**src/rtl/aud_port_pkg.sv**
```systemverilog
package aud_port_pkg;
  typedef struct packed {
    logic drive;
    logic samp;
  } edge_t;

  localparam int unsigned FLG_TXOVF = 0;
  localparam int unsigned FLG_RXOVF = 1;
  localparam int unsigned FLG_URUN  = 2;
  localparam int unsigned FLG_N     = 3;
endpackage

```
**src/rtl/aud_fifo.sv**
```systemverilog
module aud_fifo #(
  parameter int unsigned W = 16,
  parameter int unsigned D = 4
) (
  input  logic         clk_i,
  input  logic         rst_ni,
  input  logic         wr_i,
  input  logic [W-1:0] wdata_i,
  input  logic         rd_i,
  output logic [W-1:0] rdata_o,
  output logic         full_o,
  output logic         empty_o
);
  localparam int unsigned AW = (D > 1) ? $clog2(D) : 1;
  localparam int unsigned CW = $clog2(D + 1);

  logic [W-1:0]  mem_q [D];
  logic [AW-1:0] wp_q, rp_q;
  logic [CW-1:0] cnt_q;
  logic          wr_ok, rd_ok;

  assign full_o  = (cnt_q == CW'(D));
  assign empty_o = (cnt_q == '0);
  assign wr_ok   = wr_i & ~full_o;
  assign rd_ok   = rd_i & ~empty_o;
  assign rdata_o = mem_q[rp_q];

  always_ff @(posedge clk_i or negedge rst_ni) begin
    if (!rst_ni) begin
      wp_q  <= '0;
      rp_q  <= '0;
      cnt_q <= '0;
    end else begin
      if (wr_ok) wp_q <= (wp_q == AW'(D-1)) ? '0 : wp_q + 1'b1;
      if (rd_ok) rp_q <= (rp_q == AW'(D-1)) ? '0 : rp_q + 1'b1;
      case ({wr_ok, rd_ok})
        2'b10:   cnt_q <= cnt_q + 1'b1;
        2'b01:   cnt_q <= cnt_q - 1'b1;
        default: cnt_q <= cnt_q;
      endcase
    end
  end

  always_ff @(posedge clk_i) begin
    if (wr_ok) mem_q[wp_q] <= wdata_i;
  end


  fifo_drop_chk: assert property (@(posedge clk_i) disable iff (!rst_ni)
    (full_o && wr_i && !rd_i) |=> (full_o && $stable(wp_q)));
endmodule

```
**src/rtl/aud_clkgen.sv**
```systemverilog
module aud_clkgen
  import aud_port_pkg::*;
#(
  parameter int unsigned DIV_W = 8
) (
  input  logic             clk_i,
  input  logic             rst_ni,
  input  logic             master_i,
  input  logic             run_i,
  input  logic             edge_sel_i,
  input  logic             mclk_en_i,
  input  logic             mclk_i,
  input  logic [DIV_W-1:0] div_i,
  input  logic             bclk_i,
  input  logic             lrclk_i,
  input  logic             sdi_i,
  output edge_t            stb_o,
  output logic             lr_fall_o,
  output logic             sdi_s_o,
  output logic             bclk_o
);
  logic [2:0]       mclk_s, bclk_s, lr_s;
  logic [1:0]       sdi_s;
  logic [DIV_W-1:0] cnt_q;
  logic             ph_q;
  logic             tick, gen_on, wrap, b_rise, b_fall;

  always_ff @(posedge clk_i or negedge rst_ni) begin
    if (!rst_ni) begin
      mclk_s <= '0;
      bclk_s <= '0;
      lr_s   <= '0;
      sdi_s  <= '0;
    end else begin
      mclk_s <= {mclk_s[1:0], mclk_i};
      bclk_s <= {bclk_s[1:0], bclk_i};
      lr_s   <= {lr_s[1:0], lrclk_i};
      sdi_s  <= {sdi_s[0], sdi_i};
    end
  end

  // divider source select
  assign tick   = mclk_en_i ? (mclk_s[1] & ~mclk_s[2]) : 1'b1;
  assign gen_on = master_i & run_i;
  assign wrap   = gen_on & tick & (cnt_q == div_i);

  always_ff @(posedge clk_i or negedge rst_ni) begin
    if (!rst_ni) begin
      cnt_q <= '0;
      ph_q  <= 1'b0;
    end else if (!gen_on) begin
      cnt_q <= '0;
      ph_q  <= 1'b0;
    end else if (tick) begin
      if (cnt_q == div_i) begin
        cnt_q <= '0;
        ph_q  <= ~ph_q;
      end else begin
        cnt_q <= cnt_q + 1'b1;
      end
    end
  end

  assign b_rise = bclk_s[1] & ~bclk_s[2];
  assign b_fall = ~bclk_s[1] & bclk_s[2];

  always_comb begin
    if (master_i) begin
      stb_o.samp  = wrap & ~ph_q;
      stb_o.drive = wrap & ph_q;
    end else begin
      stb_o.samp  = edge_sel_i ? b_fall : b_rise;
      stb_o.drive = edge_sel_i ? b_rise : b_fall;
    end
  end

  assign lr_fall_o = ~master_i & ~lr_s[1] & lr_s[2];
  assign sdi_s_o   = sdi_s[1];
  // phase 0->1 is always the sampling edge
  assign bclk_o    = master_i & (ph_q ^ edge_sel_i);


  bclk_wrap_chk: assert property (@(posedge clk_i) disable iff (!rst_ni)
    (master_i && $past(master_i) && gen_on && $past(gen_on) &&
     $stable(edge_sel_i) && (bclk_o != $past(bclk_o))) |-> $past(wrap));
endmodule

```
**src/rtl/aud_engine.sv**
```systemverilog
module aud_engine
  import aud_port_pkg::*;
#(
  parameter int unsigned W = 16
) (
  input  logic         clk_i,
  input  logic         rst_ni,
  input  logic         en_i,
  input  logic         master_i,
  input  edge_t        stb_i,
  input  logic         lr_fall_i,
  input  logic         sdi_i,
  input  logic         rx_dis_i,
  input  logic         urun_en_i,
  input  logic [W-1:0] urun_word_i,
  input  logic         tx_empty_i,
  input  logic [W-1:0] tx_data_i,
  output logic         tx_pop_o,
  output logic         rx_push_o,
  output logic [W-1:0] rx_word_o,
  output logic         urun_evt_o,
  output logic         run_o,
  output logic         slot_o,
  output logic         sdo_o
);
  localparam int unsigned BW = $clog2(W);
  localparam logic [BW-1:0] LAST = BW'(W-1);

  logic          run_q, slot_q;
  logic [BW-1:0] bit_q, rcnt_q;
  logic [W-1:0]  tx_sr, rx_sr, next_word;
  logic          start, load;

  assign start     = en_i & ~run_q & (master_i | lr_fall_i);
  assign load      = start | (run_q & stb_i.drive & (bit_q == LAST));
  assign tx_pop_o  = load & ~tx_empty_i;
  assign urun_evt_o = load & tx_empty_i;
  assign next_word = ~tx_empty_i ? tx_data_i : (urun_en_i ? urun_word_i : '0);

  always_ff @(posedge clk_i or negedge rst_ni) begin
    if (!rst_ni) begin
      run_q  <= 1'b0;
      slot_q <= 1'b0;
      bit_q  <= '0;
      rcnt_q <= '0;
      tx_sr  <= '0;
      rx_sr  <= '0;
    end else if (!en_i) begin
      run_q  <= 1'b0;
      slot_q <= 1'b0;
      bit_q  <= '0;
      rcnt_q <= '0;
      tx_sr  <= '0;
    end else if (start) begin
      run_q  <= 1'b1;
      slot_q <= 1'b0;
      bit_q  <= '0;
      rcnt_q <= '0;
      tx_sr  <= next_word;
    end else if (run_q) begin
      if (stb_i.drive) begin
        if (bit_q == LAST) begin
          tx_sr  <= next_word;
          bit_q  <= '0;
          slot_q <= ~slot_q;
        end else begin
          tx_sr <= {tx_sr[W-2:0], 1'b0};
          bit_q <= bit_q + 1'b1;
        end
      end
      if (stb_i.samp) begin
        rx_sr  <= {rx_sr[W-2:0], sdi_i};
        rcnt_q <= rcnt_q + 1'b1;
      end
    end
  end

  assign rx_push_o = run_q & stb_i.samp & (rcnt_q == LAST) & ~rx_dis_i;
  assign rx_word_o = {rx_sr[W-2:0], sdi_i};
  assign sdo_o     = run_q & tx_sr[W-1];
  assign run_o     = run_q;
  assign slot_o    = slot_q;


  slave_start_chk: assert property (@(posedge clk_i) disable iff (!rst_ni)
    (!master_i && !$past(run_q) && run_q) |-> $past(lr_fall_i));


  slot_edge_chk: assert property (@(posedge clk_i) disable iff (!rst_ni)
    (run_q && $past(run_q) && (slot_q != $past(slot_q))) |-> (bit_q == '0));
endmodule

```
**src/rtl/aud_port.sv**
```systemverilog
module aud_port
  import aud_port_pkg::*;
#(
  parameter int unsigned WORD_W = 16,
  parameter int unsigned FIFO_D = 4,
  parameter int unsigned DIV_W  = 8
) (
  input  logic              clk_i,
  input  logic              rst_ni,
  input  logic              en_i,
  input  logic              master_i,
  input  logic              edge_sel_i,
  input  logic              mclk_en_i,
  input  logic              mclk_i,
  input  logic [DIV_W-1:0]  div_i,
  input  logic              rx_dis_i,
  input  logic              urun_en_i,
  input  logic [WORD_W-1:0] urun_word_i,
  input  logic              tx_wr_i,
  input  logic [WORD_W-1:0] tx_data_i,
  output logic              tx_full_o,
  input  logic              rx_rd_i,
  output logic [WORD_W-1:0] rx_data_o,
  output logic              rx_empty_o,
  input  logic [FLG_N-1:0]  flag_clr_i,
  output logic              tx_ovf_o,
  output logic              rx_ovf_o,
  output logic              urun_o,
  input  logic              bclk_i,
  input  logic              lrclk_i,
  input  logic              sdi_i,
  output logic              bclk_o,
  output logic              lrclk_o,
  output logic              sdo_o
);
  edge_t             stb;
  logic              lr_fall, sdi_s, run, slot;
  logic              tx_pop, tx_empty, rx_push, rx_full, urun_evt;
  logic [WORD_W-1:0] tx_head, rx_word;
  logic [FLG_N-1:0]  flg_q, flg_set;

  aud_fifo #(.W(WORD_W), .D(FIFO_D)) u_txf (
    .clk_i, .rst_ni,
    .wr_i(tx_wr_i), .wdata_i(tx_data_i),
    .rd_i(tx_pop), .rdata_o(tx_head),
    .full_o(tx_full_o), .empty_o(tx_empty)
  );

  aud_fifo #(.W(WORD_W), .D(FIFO_D)) u_rxf (
    .clk_i, .rst_ni,
    .wr_i(rx_push), .wdata_i(rx_word),
    .rd_i(rx_rd_i), .rdata_o(rx_data_o),
    .full_o(rx_full), .empty_o(rx_empty_o)
  );

  aud_clkgen #(.DIV_W(DIV_W)) u_clk (
    .clk_i, .rst_ni, .master_i, .run_i(run), .edge_sel_i,
    .mclk_en_i, .mclk_i, .div_i, .bclk_i, .lrclk_i, .sdi_i,
    .stb_o(stb), .lr_fall_o(lr_fall), .sdi_s_o(sdi_s), .bclk_o
  );

  aud_engine #(.W(WORD_W)) u_eng (
    .clk_i, .rst_ni, .en_i, .master_i,
    .stb_i(stb), .lr_fall_i(lr_fall), .sdi_i(sdi_s), .rx_dis_i,
    .urun_en_i, .urun_word_i,
    .tx_empty_i(tx_empty), .tx_data_i(tx_head),
    .tx_pop_o(tx_pop), .rx_push_o(rx_push), .rx_word_o(rx_word),
    .urun_evt_o(urun_evt), .run_o(run), .slot_o(slot), .sdo_o
  );

  assign lrclk_o = master_i & run & slot;

  always_comb begin
    flg_set            = '0;
    flg_set[FLG_TXOVF] = tx_wr_i & tx_full_o;
    flg_set[FLG_RXOVF] = rx_push & rx_full;
    flg_set[FLG_URUN]  = urun_evt;
  end

  // set wins over clear
  always_ff @(posedge clk_i or negedge rst_ni) begin
    if (!rst_ni) flg_q <= '0;
    else         flg_q <= (flg_q & ~flag_clr_i) | flg_set;
  end

  assign tx_ovf_o = flg_q[FLG_TXOVF];
  assign rx_ovf_o = flg_q[FLG_RXOVF];
  assign urun_o   = flg_q[FLG_URUN];


  urun_flag_chk: assert property (@(posedge clk_i) disable iff (!rst_ni)
    urun_evt |=> urun_o);


  rx_block_chk: assert property (@(posedge clk_i) disable iff (!rst_ni)
    (rx_dis_i && !rx_rd_i && rx_empty_o) |=> rx_empty_o);


  rx_ovf_chk: assert property (@(posedge clk_i) disable iff (!rst_ni)
    (rx_push && rx_full && !rx_rd_i) |=> (rx_ovf_o && !rx_empty_o));
endmodule

```
**config.mk**
```make
export PLATFORM = sky130hd
export DESIGN_NAME = aud_port
export DESIGN_NICKNAME = d
export VERILOG_FILES = /design/src/rtl/aud_port_pkg.sv /design/src/rtl/aud_fifo.sv /design/src/rtl/aud_clkgen.sv /design/src/rtl/aud_engine.sv /design/src/rtl/aud_port.sv
export SDC_FILE = /design/constraint.sdc
export NUM_CORES = 1
export LEC_CHECK = 0
export CAP_MARGIN = 40
export CORE_ASPECT_RATIO = 0.6
export CORE_MARGIN = 4
export CORE_UTILIZATION = 55
export CTS_BUF_LIST = sky130_fd_sc_hd__clkbuf_8 sky130_fd_sc_hd__clkbuf_16
export DETAILED_ROUTE_END_ITERATION = 16
export DONT_BUFFER_PORTS = 1
export PLACE_DENSITY_LB_ADDON = 0.15
export RECOVER_POWER = 100
export SYNTH_ARGS = -nofsm -noshare
export SYNTH_HDL_FRONTEND = slang
export SYNTH_SLANG_ARGS = --single-unit
```
**constraint.sdc**
```tcl
create_clock -name clk_i -period 3 [get_ports clk_i]
set_input_delay 0.15 -clock clk_i [delete_from_list [all_inputs] [get_ports clk_i]]
set_output_delay 0.15 -clock clk_i [all_outputs]
set_load 0.02 [all_outputs]
```
==> run summary, run 1 <==
The number of max-cap violations was 1. On the critical path, the stage with the largest delay is an instance of sky130_fd_sc_hd__nor4_4. The width of the die was 172 um.

In this run the clock root is driven by a sky130_fd_sc_hd__clkbuf_16. The final number of hold-violating endpoints was 0; the H-tree depth was 1. The run gives 0.00452 ns as the setup clock skew after layout.

The tools report the launching point of the worst reg2reg path as u_clk.cnt_q[3]. For this run, design rule violations remaining after detail routing come to 0. For this run the aggregate overflow at the end of global routing stands at 0. The tools report the number of setup violations in the final report as 0. Data arrives at the worst endpoint at 3.18 ns. The tools report the number of antenna violations at the first check in global routing as 0.

For the number of nets with antenna violations after routing, the log shows 0. The critical path goes through xor2_1 -> nor4_4 -> nand4_1 -> a21boi_1 -> inv_1 -> ha_1 -> inv_1 -> fa_1 -> xor2_1 -> nor2_1 -> xor2_1. The tools report the highest clock frequency the design can meet as 0.360 GHz.

The share of flip-flops with an asynchronous set or reset was 37.9%. Yosys attributes the largest share of cell area to sky130_fd_sc_hd__edfxtp_1 (43%), sky130_fd_sc_hd__dfrtp_1 (22%), sky130_fd_sc_hd__mux4_2 (8.1%), sky130_fd_sc_hd__mux2_4 (3.4%), sky130_fd_sc_hd__ha_1 (2.1%). Worst min-delay path category: in2reg. Setup repair after global routing left no endpoint under its margin.

The clock buffer count from CTS came out at 19. The maximum number of buffers from clock root to sink was 3; the number of detailed-routing iterations run before antenna repair was 5. The total power density per cell area is 727 nW/um^2. For the worst setup path, the data required time is 3.39 ns. The global-route usage over all layers was 19.8%. The routed length per placed instance works out to 21.4 um. The congestion estimate from routability-driven global placement came to 0.874. The global-route layer with the greatest usage is met1. The commonest cells after synthesis are sky130_fd_sc_hd__edfxtp_1 (128), sky130_fd_sc_hd__dfrtp_1 (78), sky130_fd_sc_hd__nand2_1 (42), sky130_fd_sc_hd__mux4_2 (32), sky130_fd_sc_hd__nand3_1 (26). The area overhead of the layout relative to synthesis is 11.3%. The fraction of layout cells with a size suffix above 1 works out to 14.7%. When the netlist entered floorplanning its net count stood at 650. TritonCTS built the clock tree.

The logs give 28400 um for the wire length of the first global-routing pass and 0 ns for the final sum of negative setup slack. The half-perimeter wire length after placement is 12000 um, and the final critical-path required period is 2.78 ns. In this run, the number of DRC markers left after iteration 0 of detailed routing was 408. In the synthesized netlist the dominant register cell turns out to be sky130_fd_sc_hd__edfxtp_1. The biggest area consumer among synthesized cells was sky130_fd_sc_hd__edfxtp_1. The tools report the worst setup path startpoint as u_clk.cnt_q[3]. For this run, global-route usage on met2 was measured as 28.7%. The number of enable-type register cells in the synthesized netlist was 128. The number of sinks driven by the clock tree came out at 206. Port buffering added 0 buffers. For this block, the routed nets add up to 17800 um of wire. The worst setup path is launched from a flop. The starting density of the core is 57.1%, and the relative max-transition margin is -33.9%. The top cell type by area accounts for 43.1% of the synthesized area. The clock insertion delay at the later pin of the skew report was 0.47 ns; the number of warnings issued by yosys was 0. Yosys mapped the design onto 62 distinct sky130hd cell types. The run gives 35 as the site row count. The sequential cell area fraction in the yosys report was 64.9%; the ratio of routed vias to standard cells was 5.98.

The worst setup path is captured at a flop. In this design, the stage delay of the slowest critical-path cell is 0.50 ns. For this run, global-route usage on met1 was measured as 30.4%. In the finished design, the share of the clock period the worst path needs comes to 92.7%.

The y dimension of the die is 107 um, and the final antenna diode count is 0. The worst setup path is of the reg2reg kind. The startpoint identified for the worst hold timing path is en_i. Counting stages on the worst path, the most repeated cell is sky130_fd_sc_hd__xor2_1. In this run the static leakage power is 0.00380 uW. For the number of global-route vias before repair, the log shows 5056.

The placeable core region was 15600 sq um. The total count of max-transition violations in the final report was 79. The number of nets in the layout was 693; the maximum fanout along the worst path was 6.

After technology mapping, the gate count stands at 576. Counting flops and latches in the post-synthesis netlist gives 206. Entering global routing, the biggest net connects 79 pins.

The most common cell in the synthesized netlist was sky130_fd_sc_hd__edfxtp_1. The clock transition time at the flip-flop clock pins of the worst setup and hold paths works out to 0.06 ns. The number of setup buffers added after CTS is 0. The average instance area after synthesis is 15.5 sq um, and the met3 track utilization from global routing is 5.53%. The die covers 18400 sq um. The flow ran to the end, but the final reports show violations. The highest ir drop seen on vdd was 0.438 mV.

The transition at the pin with the smallest max-transition slack was 2.01 ns. The checks that failed: max-capacitance violations, max-slew violations. In this run the cell area of the synthesized design comes to 8930 sq um. For this design the top-level I/O count stands at 81. The total number of vias is 4985, and the final design utilization is 63.6%.
-- registers in the layout, summed over array words and instances, names as in the netlist, 4 cells and up --
name,count
u_eng.tx_sr,16
u_eng.rcnt_q,4
u_eng.rx_sr,15
u_rxf.mem_q,64
u_clk.cnt_q,8
u_txf.mem_q,64
u_eng.bit_q,4
-- metal layers --
| metal | up-vias | part of all wire (%) |
|---|---|---|
| met5 | - | 0 |
| met4 | 0 | 2.0 |
| met1 | 2551 | 47 |
| met2 | 121 | 44 |
| met3 | 24 | 7.0 |
| li1 | 2289 | - |
-- path summary, 6_finish.rpt --
path,end,slack (ns),depth (start not counted)
setup / recovery,u_txf.cnt_q[2],0.22,11
hold / removal,u_eng.tx_sr[13],0.02,3
setup reg to reg,u_txf.cnt_q[2],0.22,11
hold reg to reg,u_clk.bclk_s[1],0.35,0
max in group asynchronous,u_eng.rx_sr[6],1.01,2
min in group asynchronous,u_rxf.rp_q[1],0.79,2
-- layout make-up --
type / count / area [sq um]
fill: 1132 / 5700
timing repair buffer: 47 / 390
multi-input combinational: 326 / 2870
sequential: 206 / 5800
clock buffer: 21 / 503
inverter: 19 / 71.3
tap: 203 / 254
clock inverter: 12 / 50.0
-- layout by cell type, fill, tap and decap left out, types with 10 or more instances in the layout --
| cell type | count |
|---|---|
| sky130_fd_sc_hd__nor2_1 | 10 |
| sky130_fd_sc_hd__dlygate4sd3_1 | 29 |
| sky130_fd_sc_hd__inv_1 | 23 |
| sky130_fd_sc_hd__a31oi_1 | 19 |
| sky130_fd_sc_hd__edfxtp_1 | 128 |
| sky130_fd_sc_hd__mux2_2 | 12 |
| sky130_fd_sc_hd__clkbuf_16 | 19 |
| sky130_fd_sc_hd__mux2_1 | 22 |
| sky130_fd_sc_hd__xor2_1 | 14 |
| sky130_fd_sc_hd__o21ai_0 | 15 |
| sky130_fd_sc_hd__ha_1 | 15 |
| sky130_fd_sc_hd__nand3_1 | 26 |
| sky130_fd_sc_hd__o31ai_1 | 15 |
| sky130_fd_sc_hd__mux4_2 | 32 |
| sky130_fd_sc_hd__dfrtp_1 | 78 |
| sky130_fd_sc_hd__nand2_1 | 42 |
-- power breakdown --
group / total, uW / internal [uW] / switching (uW)
registers: 3630 / 3350 / 285
clock network: 2160 / 1200 / 964
logic: 1430 / 674 / 755
-- worst max-delay path: cells and delay by family, from the launching register on --
kind	cells	cell delay, ns
compound gates	1	0.20
fa+ha+maj	2	0.56
xor+xnor	3	0.54
simple gates	3	0.81
buf+inv	2	0.16
flops	1	0.43
-- what timing repair did --
action                     in CTS  in global routing
setup endpoints to repair       0                  1
hold endpoints to repair      155                  0
resized for setup               0                  1
hold buffers                   30                  0
-- kinds of logic after synthesis --
| kind of cell | synth area share [%] |
|---|---|
| flops | 64.9 |
| simple gates | 8.87 |
| compound gates | 6.00 |
| mux | 13.8 |
| buf+inv | 2.19 |
| xor+xnor | 1.67 |
| fa+ha+maj | 2.55 |
-- stage by stage --
step | cell area, sq um | hold WS, ns | setup slack [ns] | std cells | power, uW
after floorplan | 8930 | -0.146 | 0.482 | 576 | 4720
after global placement | 9190 | -0.142 | 0.350 | 771 | 5050
after detailed placement | 9190 | -0.140 | 0.238 | 771 | 5120
after CTS | 10100 | 0.0161 | 0.220 | 834 | 7360
after global routing | 9940 | 0.0225 | 0.0552 | 834 | 7610
final | 9940 | 0.0229 | 0.218 | 834 | 7220
No activity file was read; power rests on OpenSTA's default activity.
==> inputs of run 2 (changes only) <==
--- a/config.mk
+++ b/config.mk
@@ -8,7 +8,7 @@
 export CAP_MARGIN = 40
 export CORE_ASPECT_RATIO = 0.6
 export CORE_MARGIN = 4
-export CORE_UTILIZATION = 55
+export CORE_UTILIZATION = 40
 export CTS_BUF_LIST = sky130_fd_sc_hd__clkbuf_8 sky130_fd_sc_hd__clkbuf_16
 export DETAILED_ROUTE_END_ITERATION = 16
 export DONT_BUFFER_PORTS = 1
==> run summary, run 2 (synthesis results as in run 1) <==
The run finished, with violations left. The checks that failed: max-capacitance violations, max-slew violations. Buffers inserted during clock tree synthesis total 20. For the final database, setup skew stands at 0.0109 ns.

The startpoint type of the worst setup path was a flop. At the pin with the least slew margin, the transition time is 2.03 ns. The tightest min-delay check is of the in2reg type. From synthesis to final layout, the design area changed by 14.7%. In this run the tool buffered the top-level ports with 0 buffer cells. The number of fill cells in the layout was 1933; the worst path setup slack after routing was 0.217 ns.

The fraction of layout cells with a size suffix above 1 is 17.6%. In the layout the commonest cells are sky130_fd_sc_hd__edfxtp_1 (128), sky130_fd_sc_hd__dfrtp_1 (78), sky130_fd_sc_hd__nand2_1 (42), sky130_fd_sc_hd__mux4_2 (32), sky130_fd_sc_hd__dlygate4sd3_1 (29). For the number of sinks driven by the clock tree, the log shows 206.

The routed design uses 7840 um of met2 wire. The number of antenna diodes in the final layout is 0. The critical path goes through xor2_1 -> nor4_4 -> nand4_4 -> a21oi_2 -> clkbuf_2 -> mux2_4.

For the worst setup path, the data arrival time is 3.15 ns. The global-route usage over all layers was 15.4%. The final critical-path required period came out at 2.78 ns. The run gives 0 as the post-CTS setup repair buffer count.

For the clock insertion delay at the later pin of the skew report, the log shows 0.49 ns. For this run, the slowest stage of the critical path takes 0.53 ns. The worst slack at placement is 0.225 ns, and the y dimension of the die is 124 um.

For this run, design rule violations remaining after detail routing come to 0. The first global-routing pass estimated 30300 um of wire. The slowest stage of the critical path belongs to the cell sky130_fd_sc_hd__nor4_4. After detailed routing, the average wire length per cell comes to 20.3 um. Entering global routing, the biggest net connects 79 pins. The worst pin sits at a relative slew slack of -35.6%. Detailed placement finished with a half-perimeter wire length of 12800 um. Once detail routing completed, the nets flagged for antenna violations numbered 0. Using the TritonRoute via totals, the vias-per-cell ratio works out to 5.45. After global routing the overflow that remains totals 0. Clock-pin slew was measured on the worst setup and hold paths at 0.06 ns. The buffers plus inverters on the worst setup path was 1.

The worst register-to-register path has a depth of 6. The tools report the nature of the critical path endpoint as a flop. Summing over every cut layer, the via total after detailed routing is 5029. The most common cell after layout, fill and taps aside was sky130_fd_sc_hd__edfxtp_1. The number of global-route vias before repair is 5205, and the maximum number of buffers from clock root to sink is 3.

Final design utilization: 46.6%. Clock tree root driver cell: sky130_fd_sc_hd__clkbuf_16. The largest registers in the layout are u_rxf.mem_q x64, u_txf.mem_q x64, u_eng.tx_sr x16. Power spread over the standard cell area amounts to 759 nW/um^2. The highest ir drop seen on vdd was 0.383 mV. The critical path is of the reg2reg type. Setup repair after global routing left no endpoint under its margin. For this design the static power due to leakage is 0.00388 uW. The run gives 697 as the number of nets in the layout. The final wirelength is 18800 um. Counting buffers and inverters, the worst setup path is 6 cells deep.

After floorplanning, the core was divided into 42 placement rows. Of all nets on the critical path, the largest fanout is 9. Family with the most delay on the worst path: simple AND/OR/NAND/NOR gates. The DRC violation total after the first TritonRoute iteration came out at 276. The run gives 81 as the I/O pin count. For this run, the top clock speed supported by timing is 0.359 GHz. After routing the design area is 10200 sq um. The ratio of final minimum period to clock period came out at 92.8%.

From left edge to right edge, the die measures 201 um. The number of detailed-routing iterations run before antenna repair is 4, and the global placement routability congestion is 0.833. Top routing layer in use: met4. The detailed router put a total of 9470 um of wire on met1. TritonCTS built the clock tree. The starting density of the core is 40.6%, and the final sum of negative setup slack is 0 ns. The number of max-cap violations came out at 1. In this run the standard cell core region covers 22000 sq um. The die area was 24800 sq um; the number of setup violations in the final report was 0. The placed instances occupy a cell area of 9320 sq um. STA puts the critical path data required time at 3.37 ns. For the H-tree depth, the log shows 1. Along the worst hold path, the cell count comes to 3.

The tools report the number of antenna violations at the first check in global routing as 0. For the amount of wire on met3 after detailed routing, the log shows 1080 um. The total count of max-transition violations in the final report is 79. The final number of hold-violating endpoints was 0.
[run 2: timing repair]
item	CTS	global route
hold endpoints to repair	156	0
resized for setup	0	1
hold buffers	30	0
endpoints found under the setup margin	0	1
[run 2: final timing paths]
kind                                     start              end  slack, ns
worst max-delay path            u_clk.cnt_q[3]  u_eng.rx_sr[11]       0.22
worst min-delay path                      en_i   u_eng.tx_sr[9]       0.01
worst max register to register  u_clk.cnt_q[3]  u_eng.rx_sr[11]       0.22
worst min register to register  u_clk.sdi_s[0]   u_clk.sdi_s[1]       0.35
max in group asynchronous               rst_ni  u_clk.mclk_s[1]       1.00
min in group asynchronous               rst_ni  u_eng.rx_sr[10]       0.77
[run 2: metrics by stage]
step / instances / power [uW] / hold slack (ns)
6_report: 923 / 7770 / 0.0100
5_1_grt: 923 / 8180 / 0.00529
4_1_cts: 923 / 7930 / 0.00577
3_5_place_dp: 857 / 5150 / -0.142
3_3_place_gp: 857 / 5110 / -0.141
2_1_floorplan: 576 / 4720 / -0.146
[run 2: metal layers]
layer	vias up	track usage (%)
met5	-	0
met4	0	3.52
met3	32	4.01
met2	117	21.8
met1	2575	23.7
li1	2305	-
[run 2: power breakdown]
group	switching (uW)	internal, uW	leakage [uW]	total (uW)
clock network	1050	1640	0.000357	2700
logic	841	681	0.00133	1520
registers	202	3350	0.00219	3550
[run 2: worst reg2reg max path, stage by stage (launching register included)]
cell and delay (ns):
sky130_fd_sc_hd__dfrtp_1 0.43, sky130_fd_sc_hd__xor2_1 0.21, sky130_fd_sc_hd__nor4_4 0.53, sky130_fd_sc_hd__nand4_4 0.24, sky130_fd_sc_hd__a21oi_2 0.49, sky130_fd_sc_hd__clkbuf_2 0.42, sky130_fd_sc_hd__mux2_4 0.35
[run 2: layout make-up]
class	count	area (sq um)	share of cell area [%]
clock inverters	14	173	1.69
flip-flops and latches	206	5800	56.6
clock buffers	22	539	5.27
inverters	19	71.3	0.697
repair buffers	50	407	3.97
well taps	286	358	3.50
multi-input cells	326	2900	28.3
